`config.mk`:
```
export PLATFORM = sky130hd
export DESIGN_NAME = egress_deframer
export DESIGN_NICKNAME = d
export VERILOG_FILES = /design/src/rtl/dfr_pkg.sv /design/src/rtl/dfr_pos_counter.sv /design/src/rtl/dfr_load_ctrl.sv /design/src/rtl/dfr_out_stage.sv /design/src/rtl/egress_deframer.sv
export SDC_FILE = /design/constraint.sdc
export NUM_CORES = 1
export LEC_CHECK = 0
export ABC_AREA = 1
export ABC_CLOCK_PERIOD_IN_PS = 4000
export BUFFER_PORTS_ARGS = -buffer_cell sky130_fd_sc_hd__buf_2
export CORE_MARGIN = 2
export CORE_UTILIZATION = 45
export CTS_BUF_LIST = sky130_fd_sc_hd__clkbuf_8
export CTS_CLUSTER_SIZE = 40
export DETAILED_ROUTE_END_ITERATION = 10
export GPL_ROUTABILITY_DRIVEN = 0
export PLACE_DENSITY = 0.81
export SLEW_MARGIN = 20
export SYNTH_ARGS = -nofsm -noshare
export SYNTH_HDL_FRONTEND = slang
export SYNTH_SLANG_ARGS = --single-unit
```
`constraint.sdc`:
```
create_clock -name clk -period 4 [get_ports clk]
set_input_delay 0.4 -clock clk [delete_from_list [all_inputs] [get_ports clk]]
set_output_delay 0.4 -clock clk [all_outputs]
set_load 0.01 [all_outputs]
```
`src/rtl/dfr_pkg.sv`:
```
// Shared definitions for the egress deframer.
// Assumes: the mode code is static while a packet is in flight.
package dfr_pkg;

    typedef enum logic [1:0] {
        MODE_FIXED = 2'd0,
        MODE_FIRST = 2'd1,
        MODE_LAST  = 2'd2,
        MODE_ALT   = 2'd3
    } dfr_mode_e;

    // Fixed-length framing applies to every code except last-marker.
    function automatic logic is_fixed_len(input logic [1:0] m);
        return m != MODE_LAST;
    endfunction

endpackage

```
`src/rtl/dfr_pos_counter.sv`:
```
// Byte position tracker: remembers the index of the last byte loaded
// and whether that byte left its packet open.
// Assumes: load_is_last is valid whenever load is high.
module dfr_pos_counter #(
    parameter int LEN_W = 8
) (
    input  logic             clk,
    input  logic             rst_n,
    input  logic             load,
    input  logic             load_is_last,
    output logic             pkt_open,
    output logic [LEN_W-1:0] next_idx
);

    logic [LEN_W-1:0] idx_q;
    logic             open_q;

    // Index of the byte that would be loaded next.
    always_comb begin
        next_idx = open_q ? idx_q + 1'b1 : '0;
    end

    // Advance position and packet-open flag on each load.
    always_ff @(posedge clk) begin
        if (!rst_n) begin
            idx_q  <= '0;
            open_q <= 1'b0;
        end else if (load) begin
            idx_q  <= next_idx;
            open_q <= !load_is_last;
        end
    end

    assign pkt_open = open_q;

endmodule

```
`src/rtl/dfr_load_ctrl.sv`:
```
// Load decision: picks when the buffer head may enter the output stage
// and classifies it as first and/or last byte of its packet.
// Assumes: cfg_len >= 1; in fixed-length modes a started packet is
// entirely buffered, so a mid-packet byte is always present.
module dfr_load_ctrl
    import dfr_pkg::*;
#(
    parameter int LEN_W = 8,
    parameter int LVL_W = 10
) (
    input  logic [1:0]       mode,
    input  logic [LEN_W-1:0] cfg_len,
    input  logic [LVL_W-1:0] buf_level,
    input  logic             buf_last,
    input  logic             pkt_open,
    input  logic [LEN_W-1:0] next_idx,
    input  logic             slot_free,
    output logic             load,
    output logic             load_is_first,
    output logic             load_is_last
);

    localparam int CMP_W = (LVL_W > LEN_W) ? LVL_W : LEN_W;

    logic fixed;
    logic have_byte;
    logic have_pkt;

    // Data readiness: one byte mid-packet, a whole packet to start fixed.
    always_comb begin
        fixed     = is_fixed_len(mode);
        have_byte = buf_level != '0;
        have_pkt  = CMP_W'(buf_level) >= CMP_W'(cfg_len);
        if (pkt_open || !fixed) begin
            load = slot_free && have_byte;
        end else begin
            load = slot_free && have_pkt && have_byte;
        end
    end

    // Packet boundary classification of the byte being loaded.
    always_comb begin
        load_is_first = !pkt_open;
        load_is_last  = fixed ? (next_idx == cfg_len - 1'b1) : buf_last;
    end

endmodule

```
`src/rtl/dfr_out_stage.sv`:
```
// Output register: holds the presented byte, its availability and its
// boundary flags; generates the sync value and its output enable.
// Assumes: load is only raised when slot_free is high.
module dfr_out_stage
    import dfr_pkg::*;
#(
    parameter int DATA_W = 8
) (
    input  logic              clk,
    input  logic              rst_n,
    input  logic [1:0]        mode,
    input  logic              sink_en,
    input  logic              load,
    input  logic [DATA_W-1:0] in_data,
    input  logic              in_first,
    input  logic              in_last,
    output logic              slot_free,
    output logic              avail,
    output logic [DATA_W-1:0] data,
    output logic              sync,
    output logic              sync_oe
);

    logic [DATA_W-1:0] data_q;
    logic              avail_q;
    logic              first_q;
    logic              last_q;

    // The slot frees when empty or when the sink takes its byte.
    assign slot_free = !avail_q || sink_en;

    // Capture a new byte, or empty the slot after a handover.
    always_ff @(posedge clk) begin
        if (!rst_n) begin
            data_q  <= '0;
            avail_q <= 1'b0;
            first_q <= 1'b0;
            last_q  <= 1'b0;
        end else if (load) begin
            data_q  <= in_data;
            avail_q <= 1'b1;
            first_q <= in_first;
            last_q  <= in_last;
        end else if (slot_free) begin
            avail_q <= 1'b0;
        end
    end

    // Marker value per mode, forced low when nothing is presented.
    always_comb begin
        unique case (mode)
            MODE_FIRST: sync = avail_q && first_q;
            MODE_LAST:  sync = avail_q && last_q;
            default:    sync = 1'b0;
        endcase
        sync_oe = (mode == MODE_FIRST) || (mode == MODE_LAST);
    end

    assign avail = avail_q;
    assign data  = data_q;

endmodule

```
`src/rtl/egress_deframer.sv`:
```
// Egress deframer top: reads packets from a show-ahead buffer and
// streams them to a byte-wide sink with per-byte hold-off.
// Assumes: mode and cfg_len change only while no packet is open.
module egress_deframer #(
    parameter int DATA_W = 8,
    parameter int LEN_W  = 8,
    parameter int LVL_W  = 10
) (
    input  logic              clk,
    input  logic              rst_n,
    input  logic [1:0]        mode_i,
    input  logic [LEN_W-1:0]  cfg_len_i,
    input  logic [DATA_W-1:0] buf_data_i,
    input  logic              buf_last_i,
    input  logic [LVL_W-1:0]  buf_level_i,
    output logic              buf_pop_o,
    input  logic              sink_en_i,
    output logic              avail_o,
    output logic [DATA_W-1:0] data_o,
    output logic              sync_o,
    output logic              sync_oe_o
);

    logic             load;
    logic             load_first;
    logic             load_last;
    logic             slot_free;
    logic             pkt_open;
    logic [LEN_W-1:0] next_idx;

    dfr_pos_counter #(.LEN_W(LEN_W)) pos_i (
        .clk          (clk),
        .rst_n        (rst_n),
        .load         (load),
        .load_is_last (load_last),
        .pkt_open     (pkt_open),
        .next_idx     (next_idx)
    );

    dfr_load_ctrl #(.LEN_W(LEN_W), .LVL_W(LVL_W)) ctrl_i (
        .mode          (mode_i),
        .cfg_len       (cfg_len_i),
        .buf_level     (buf_level_i),
        .buf_last      (buf_last_i),
        .pkt_open      (pkt_open),
        .next_idx      (next_idx),
        .slot_free     (slot_free),
        .load          (load),
        .load_is_first (load_first),
        .load_is_last  (load_last)
    );

    dfr_out_stage #(.DATA_W(DATA_W)) out_i (
        .clk       (clk),
        .rst_n     (rst_n),
        .mode      (mode_i),
        .sink_en   (sink_en_i),
        .load      (load),
        .in_data   (buf_data_i),
        .in_first  (load_first),
        .in_last   (load_last),
        .slot_free (slot_free),
        .avail     (avail_o),
        .data      (data_o),
        .sync      (sync_o),
        .sync_oe   (sync_oe_o)
    );

    assign buf_pop_o = load;

endmodule

```
==> out/qor.csv, run 1 <==
metric,value,unit
status,"complete, no violations",
Worst setup EP type,output pin,
Die W,63.43,µm
static leakage,1.045,nW
Post-DP HPWL,2805,µm
Max Fanout on Critical Path,14,
Final period util,61.59,%
Die Y,63.43,µm
Setup-failing EPs final,0,
initial antenna violation count,0,
Core Area,0.003363,mm²
via count,1709,
io pins,44,
synthesized area per cell,5.821,µm²
CP Class,in2out,
pre-CTS setup slack,1.507,ns
Worst setup SP type,input port,
full die area,0.004023,mm²
relative slew slack,61.73,%
clock network latency to the later pin of the worst-skew pair,0.26,ns
Ys Warns,0,
CTS tree,done,
largest net degree at the start of global routing,20,
Cells after Synth,273,
Port Buffers,43,
Starting Density,47.25,%
most frequent cells in the layout,"nand2_1, nor2_1, buf_2",
diode count,0,
post-synth top area cell,dfxtp_1,
final setup skew,0.001896,ns
Pre-antenna DRT Iters,4,
clock root buffer,clkbuf_8,
max-cap violations,0,
global-route wire length before repair,5968,µm
hold_buf cts,0,
wire length per cell,9.486,µm
worst setup margin,1.537,ns
H-tree Lvls,1,
cts bufs inserted,3,
share of the synthesized area in the top cell type,25.20,%
setup TNS,0,ns
slew of the pin with the lowest slew margin,0.5707,ns
grt total ovfl,0,
CP arrival,2.06,ns
RSZ-0062 raised after global routing,false,
net count after synthesis,316,
Synth cell types,24,
post-place instance area,0.001832,mm²
class of the worst hold path,in2reg,
share of cells above drive strength 1,18.15,%
number of synthesized register bits,20,
Longest Clk Path Bufs,2,
Sink Count,20,
WL final,3415,µm
Final Hold Viols,0,
Mapped Area,0.001589,mm²
"Seq/Total Area, Yosys",25.20,%
min Tclk post-route,2.463,ns
Filler Cell Count,367,
# resized after CTS,0,
fin. max-slew vios,0,
DR iter-0 viols,60,
area delta synth->final,18.74,%
synth top area cells,"dfxtp_1, nand2_1, nor2_1",
postcts setup bufs,0,
post-route ant nets,0,
Final Instance Area,0.001887,mm²
Fmax,405.9,MHz
required time of the critical path,3.60,ns
Via-to-Cell Ratio,4.747,
Peak VDD IR,0.2350,mV
GRT Overall Usage,18.01,%
"most common cell after layout, fill and taps aside",nand2_1,
PD cells,318.1,mW/mm²
# rows,21,
Residual DRC,0,
"Clk pin slew, worst setup/hold paths",0.07,ns
fin nets,358,
via count of the first global-routing pass,1502,
## final timing paths
check	depth (start not counted)	endpoint	slack, ns	start
min	3	out_i.data[3]$_SDFFE_PN0P_	0.39	buf_data_i[3]
max	10	buf_pop_o	1.54	cfg_len_i[7]
max reg2reg	6	pos_i.pkt_open$_SDFFE_PN0P_	2.09	pos_i.pkt_open$_SDFFE_PN0P_
min reg2reg	2	out_i.data[6]$_SDFFE_PN0P_	0.48	out_i.data[6]$_SDFFE_PN0P_
## Yosys cell counts
cell type	number
o21ai_0	16
nand3_1	19
nor4_1	3
buf_4	2
xnor2_1	1
buf_2	2
nor3b_1	1
inv_1	33
nand4_1	5
nand2_2	2
ha_1	11
a21boi_2	1
nor2_2	3
nand2_1	76
clkbuf_1	2
xor2_1	1
a21oi_2	1
nor2_1	62
o21bai_1	3
dfxtp_1	20
clkbuf_2	1
or2_2	1
nor2_4	1
a21oi_1	6
## through the flow
stage               std cells  util, %  hold WS, ns  total power, mW
floorplan                 273        -       0.4555           0.3951
global placement          356    54.46       0.4612           0.4512
detailed placement        356    54.46       0.4722           0.4549
CTS                       360    56.10       0.3880           0.6053
global route              360    56.10       0.4195           0.6529
finish                    360    56.10       0.3893           0.6002
## sequential cells by signal, summed over array words and instances (netlist names)
register,flops
pos_i.idx_q,8
pos_i.pkt_open,1
out_i.data,8
out_i.last_q,1
out_i.avail,1
out_i.first_q,1
## logic make-up after synthesis
logic type      share of synthesized area, %
simple gates                           45.28
buf+inv                                10.16
compound gates                         9.607
flops                                  25.20
fa+ha+maj                              8.661
xor+xnor                               1.103
## metal layers
layer	vias to the layer above	GRT usage (%)	routed length [µm]
li1	941	-	-
met1	732	21.41	1544
met2	30	31.71	1649
met3	6	4.821	176
met4	0	4.891	44
met5	-	0	0
## worst max-delay path, cell delays in order
cell and delay [ns]:
buf_2 0.10, inv_1 0.06, ha_1 0.29, nand2_1 0.07, nor2_1 0.13, nand3_1 0.08
nand4_1 0.09, nand3_1 0.10, a21boi_2 0.49, buf_2 0.24
## where the power goes
part	switching [mW]	internal [mW]
combinational	0.120	0.0779
sequential	0.0239	0.227
clock	0.0634	0.0876
## final cells by class
| cell class | instances | area (µm²) | area share, % |
|---|---|---|---|
| timing repair buffer | 44 | 222.7 | 11.80 |
| multi-input combinational | 213 | 1027 | 54.44 |
| sequential | 20 | 400.4 | 21.22 |
| inverter | 33 | 123.9 | 6.565 |
| clock buffer | 4 | 55.05 | 2.918 |
| tap | 46 | 57.56 | 3.050 |
Power figures use the tool's default switching activity.
==> run 2: changes to the inputs <==
--- a/config.mk
+++ b/config.mk
@@ -6,7 +6,7 @@
 export NUM_CORES = 1
 export LEC_CHECK = 0
 export ABC_AREA = 1
-export ABC_CLOCK_PERIOD_IN_PS = 4000
+export ABC_CLOCK_PERIOD_IN_PS = 2000
 export BUFFER_PORTS_ARGS = -buffer_cell sky130_fd_sc_hd__buf_2
 export CORE_MARGIN = 2
 export CORE_UTILIZATION = 45
@@ -14,7 +14,7 @@
 export CTS_CLUSTER_SIZE = 40
 export DETAILED_ROUTE_END_ITERATION = 10
 export GPL_ROUTABILITY_DRIVEN = 0
-export PLACE_DENSITY = 0.81
+export PLACE_DENSITY = 0.84
 export SLEW_MARGIN = 20
 export SYNTH_ARGS = -nofsm -noshare
 export SYNTH_HDL_FRONTEND = slang
==> constraint.sdc (replaced) <==
create_clock -name clk -period 2 [get_ports clk]
set_input_delay 0.2 -clock clk [delete_from_list [all_inputs] [get_ports clk]]
set_output_delay 0.2 -clock clk [all_outputs]
set_load 0.01 [all_outputs]
==> out/qor.csv, run 2 (synthesis gave the netlist of run 1 again) <==
metric,value,unit,change
final setup skew,0.006269,ns,was 0.001896 ns
cts bufs inserted,3,,unchanged
io pins,44,,unchanged
relative slew slack,71.27,%,was 61.73%
Longest Clk Path Bufs,2,,unchanged
clock network latency to the later pin of the worst-skew pair,0.26,ns,about the same
GRT Overall Usage,18.20,%,was 18.01%
Worst setup EP type,output pin,,unchanged
wire length per cell,10.17,µm,was 9.486 µm
fin. max-slew vios,0,,unchanged
CTS tree,done,,unchanged
Pre-antenna DRT Iters,4,,unchanged
Residual DRC,0,,unchanged
share of cells above drive strength 1,19.56,%,was 18.15%
area delta synth->final,22.52,%,was 18.74%
CP Class,in2out,,unchanged
global-route wire length before repair,6147,µm,was 5968 µm
Filler Cell Count,366,,was 367
max incr delay on CP,0.28,ns,was 0.49 ns
most frequent cells in the layout,"nand2_1, nor2_1, buf_2",,unchanged
"Clk pin slew, worst setup/hold paths",0.07,ns,about the same
slew of the pin with the lowest slew margin,0.4265,ns,was 0.5707 ns
CP arrival,1.66,ns,was 2.06 ns
via count of the first global-routing pass,1575,,was 1502
required time of the critical path,1.80,ns,was 3.60 ns
grt total ovfl,0,,unchanged
diode count,0,,unchanged
clock root buffer,clkbuf_8,,unchanged
RSZ-0062 raised after global routing,false,,unchanged
Port Buffers,43,,unchanged
Final Hold Viols,0,,unchanged
full die area,0.004023,mm²,unchanged
Pwr Total,1.212,mW,was 600.2 µW
status,"complete, no violations",,unchanged
min Tclk post-route,1.858,ns,
initial antenna violation count,0,,unchanged
# rows,21,,unchanged
H-tree Lvls,1,,unchanged
Worst path slowest cell,ha_1,,was a21boi_2
Max Fanout on Critical Path,11,,was 14
Sink Count,20,,unchanged
post-route ant nets,0,,unchanged
static leakage,1.082,nW,was 1.045 nW
Core Area,0.003363,mm²,unchanged
DR iter-0 viols,77,,was 60
Final period util,92.91,%,
max-cap violations,0,,unchanged
class of the worst hold path,in2reg,,unchanged
"most common cell after layout, fill and taps aside",nand2_1,,unchanged
Die W,63.43,µm,unchanged
Peak VDD IR,0.4852,mV,was 0.2350 mV
Worst setup SP type,input port,,unchanged
via count,1785,,was 1709
Starting Density,47.25,%,unchanged
largest net degree at the start of global routing,23,,was 20
"Cell Chain, Critical Path","buf_2, inv_1, ha_1, nand2_1, nor2_1, nand3_1, nand4_1, nand3_2, a21boi_4, buf_12, buf_2",,"was buf_2, inv_1, ha_1, nand2_1, nor2_1, nand3_1, nand4_1, nand3_1, a21boi_2, buf_2"
Die Y,63.43,µm,unchanged
WL final,3692,µm,was 3415 µm
Most common cell on crit path,buf_2,,
Fmax,538.1,MHz,
fin nets,362,,was 358
PD cells,622.3,mW/mm²,was 318.1 mW/mm²
Setup-failing EPs final,0,,unchanged
Post-DP HPWL,2828,µm,was 2805 µm
setup TNS,0,ns,unchanged
Via-to-Cell Ratio,4.917,,was 4.747
==> run 2: changes by cell type in the layout (fill, tap and decap cells not counted), sizes merged <==
cell	delta
buf	+3
==> run 2: report_power, final <==
part	internal (mW)	total [mW]	switching, mW	leakage (nW)
Clock	0.134	0.255	0.121	0.0216
Sequential	0.455	0.495	0.0401	0.166
Combinational	0.195	0.462	0.267	0.895
==> run 2: layer usage <==
metal / GRT usage [%] / wire (µm)
met1: 22.06 / 1674
met2: 32.63 / 1860
met3: 4.286 / 157
met4: 3.533 / 0
met5: 0 / 0
==> run 2: worst paths after layout <==
| check | startpoint | end | slack (ns) | cells after the start |
|---|---|---|---|---|
| worst max-delay path | cfg_len_i[6] | buf_pop_o | 0.14 | 11 |
| worst min-delay path | buf_data_i[1] | out_i.data[1]$_SDFFE_PN0P_ | 0.19 | 3 |
| worst max register to register | pos_i.idx_q[0]$_SDFFE_PN0P_ | pos_i.pkt_open$_SDFFE_PN0P_ | 0.23 | 13 |
| worst min register to register | out_i.data[1]$_SDFFE_PN0P_ | out_i.data[1]$_SDFFE_PN0P_ | 0.48 | 2 |
==> run 2: final cells by class <==
type	count	area (µm²)	area share (%)
Inverter	33	123.9	6.362
Timing Repair Buffer	48	282.8	14.52
Multi-Input combinational cell	213	1040	53.41
Sequential cell	20	401.6	20.63
Clock buffer	3	41.29	2.121
Tap cell	46	57.56	2.956
==> run 2: worst max-delay path: cells and delay by family <==
| family | cells | cell delay (ns) |
|---|---|---|
| fa+ha+maj | 1 | 0.28 |
| compound gates | 1 | 0.20 |
| simple gates | 5 | 0.52 |
| buf+inv | 4 | 0.44 |
==> run 2: through the flow <==
stage | hold slack [ns] | cell area [µm²] | worst slack (ns) | cells | utilization (%)
2_1_floorplan | 0.3637 | 1589 | 0.4289 | 273 | -
3_3_place_gp | 0.4532 | 1859 | 0.1783 | 358 | 55.28
3_5_place_dp | 0.4597 | 1859 | 0.1239 | 358 | 55.28
4_1_cts | 0.1951 | 1901 | 0.1223 | 361 | 56.51
5_1_grt | 0.1978 | 1947 | 0.003672 | 363 | 57.89
6_report | 0.1922 | 1947 | 0.1417 | 363 | 57.89
==> run 2: timing repair <==
item,in CTS,in global routing
hold buffers,0,0
setup endpoints to repair,0,2
gates resized for setup,0,3
buffers inserted,0,1
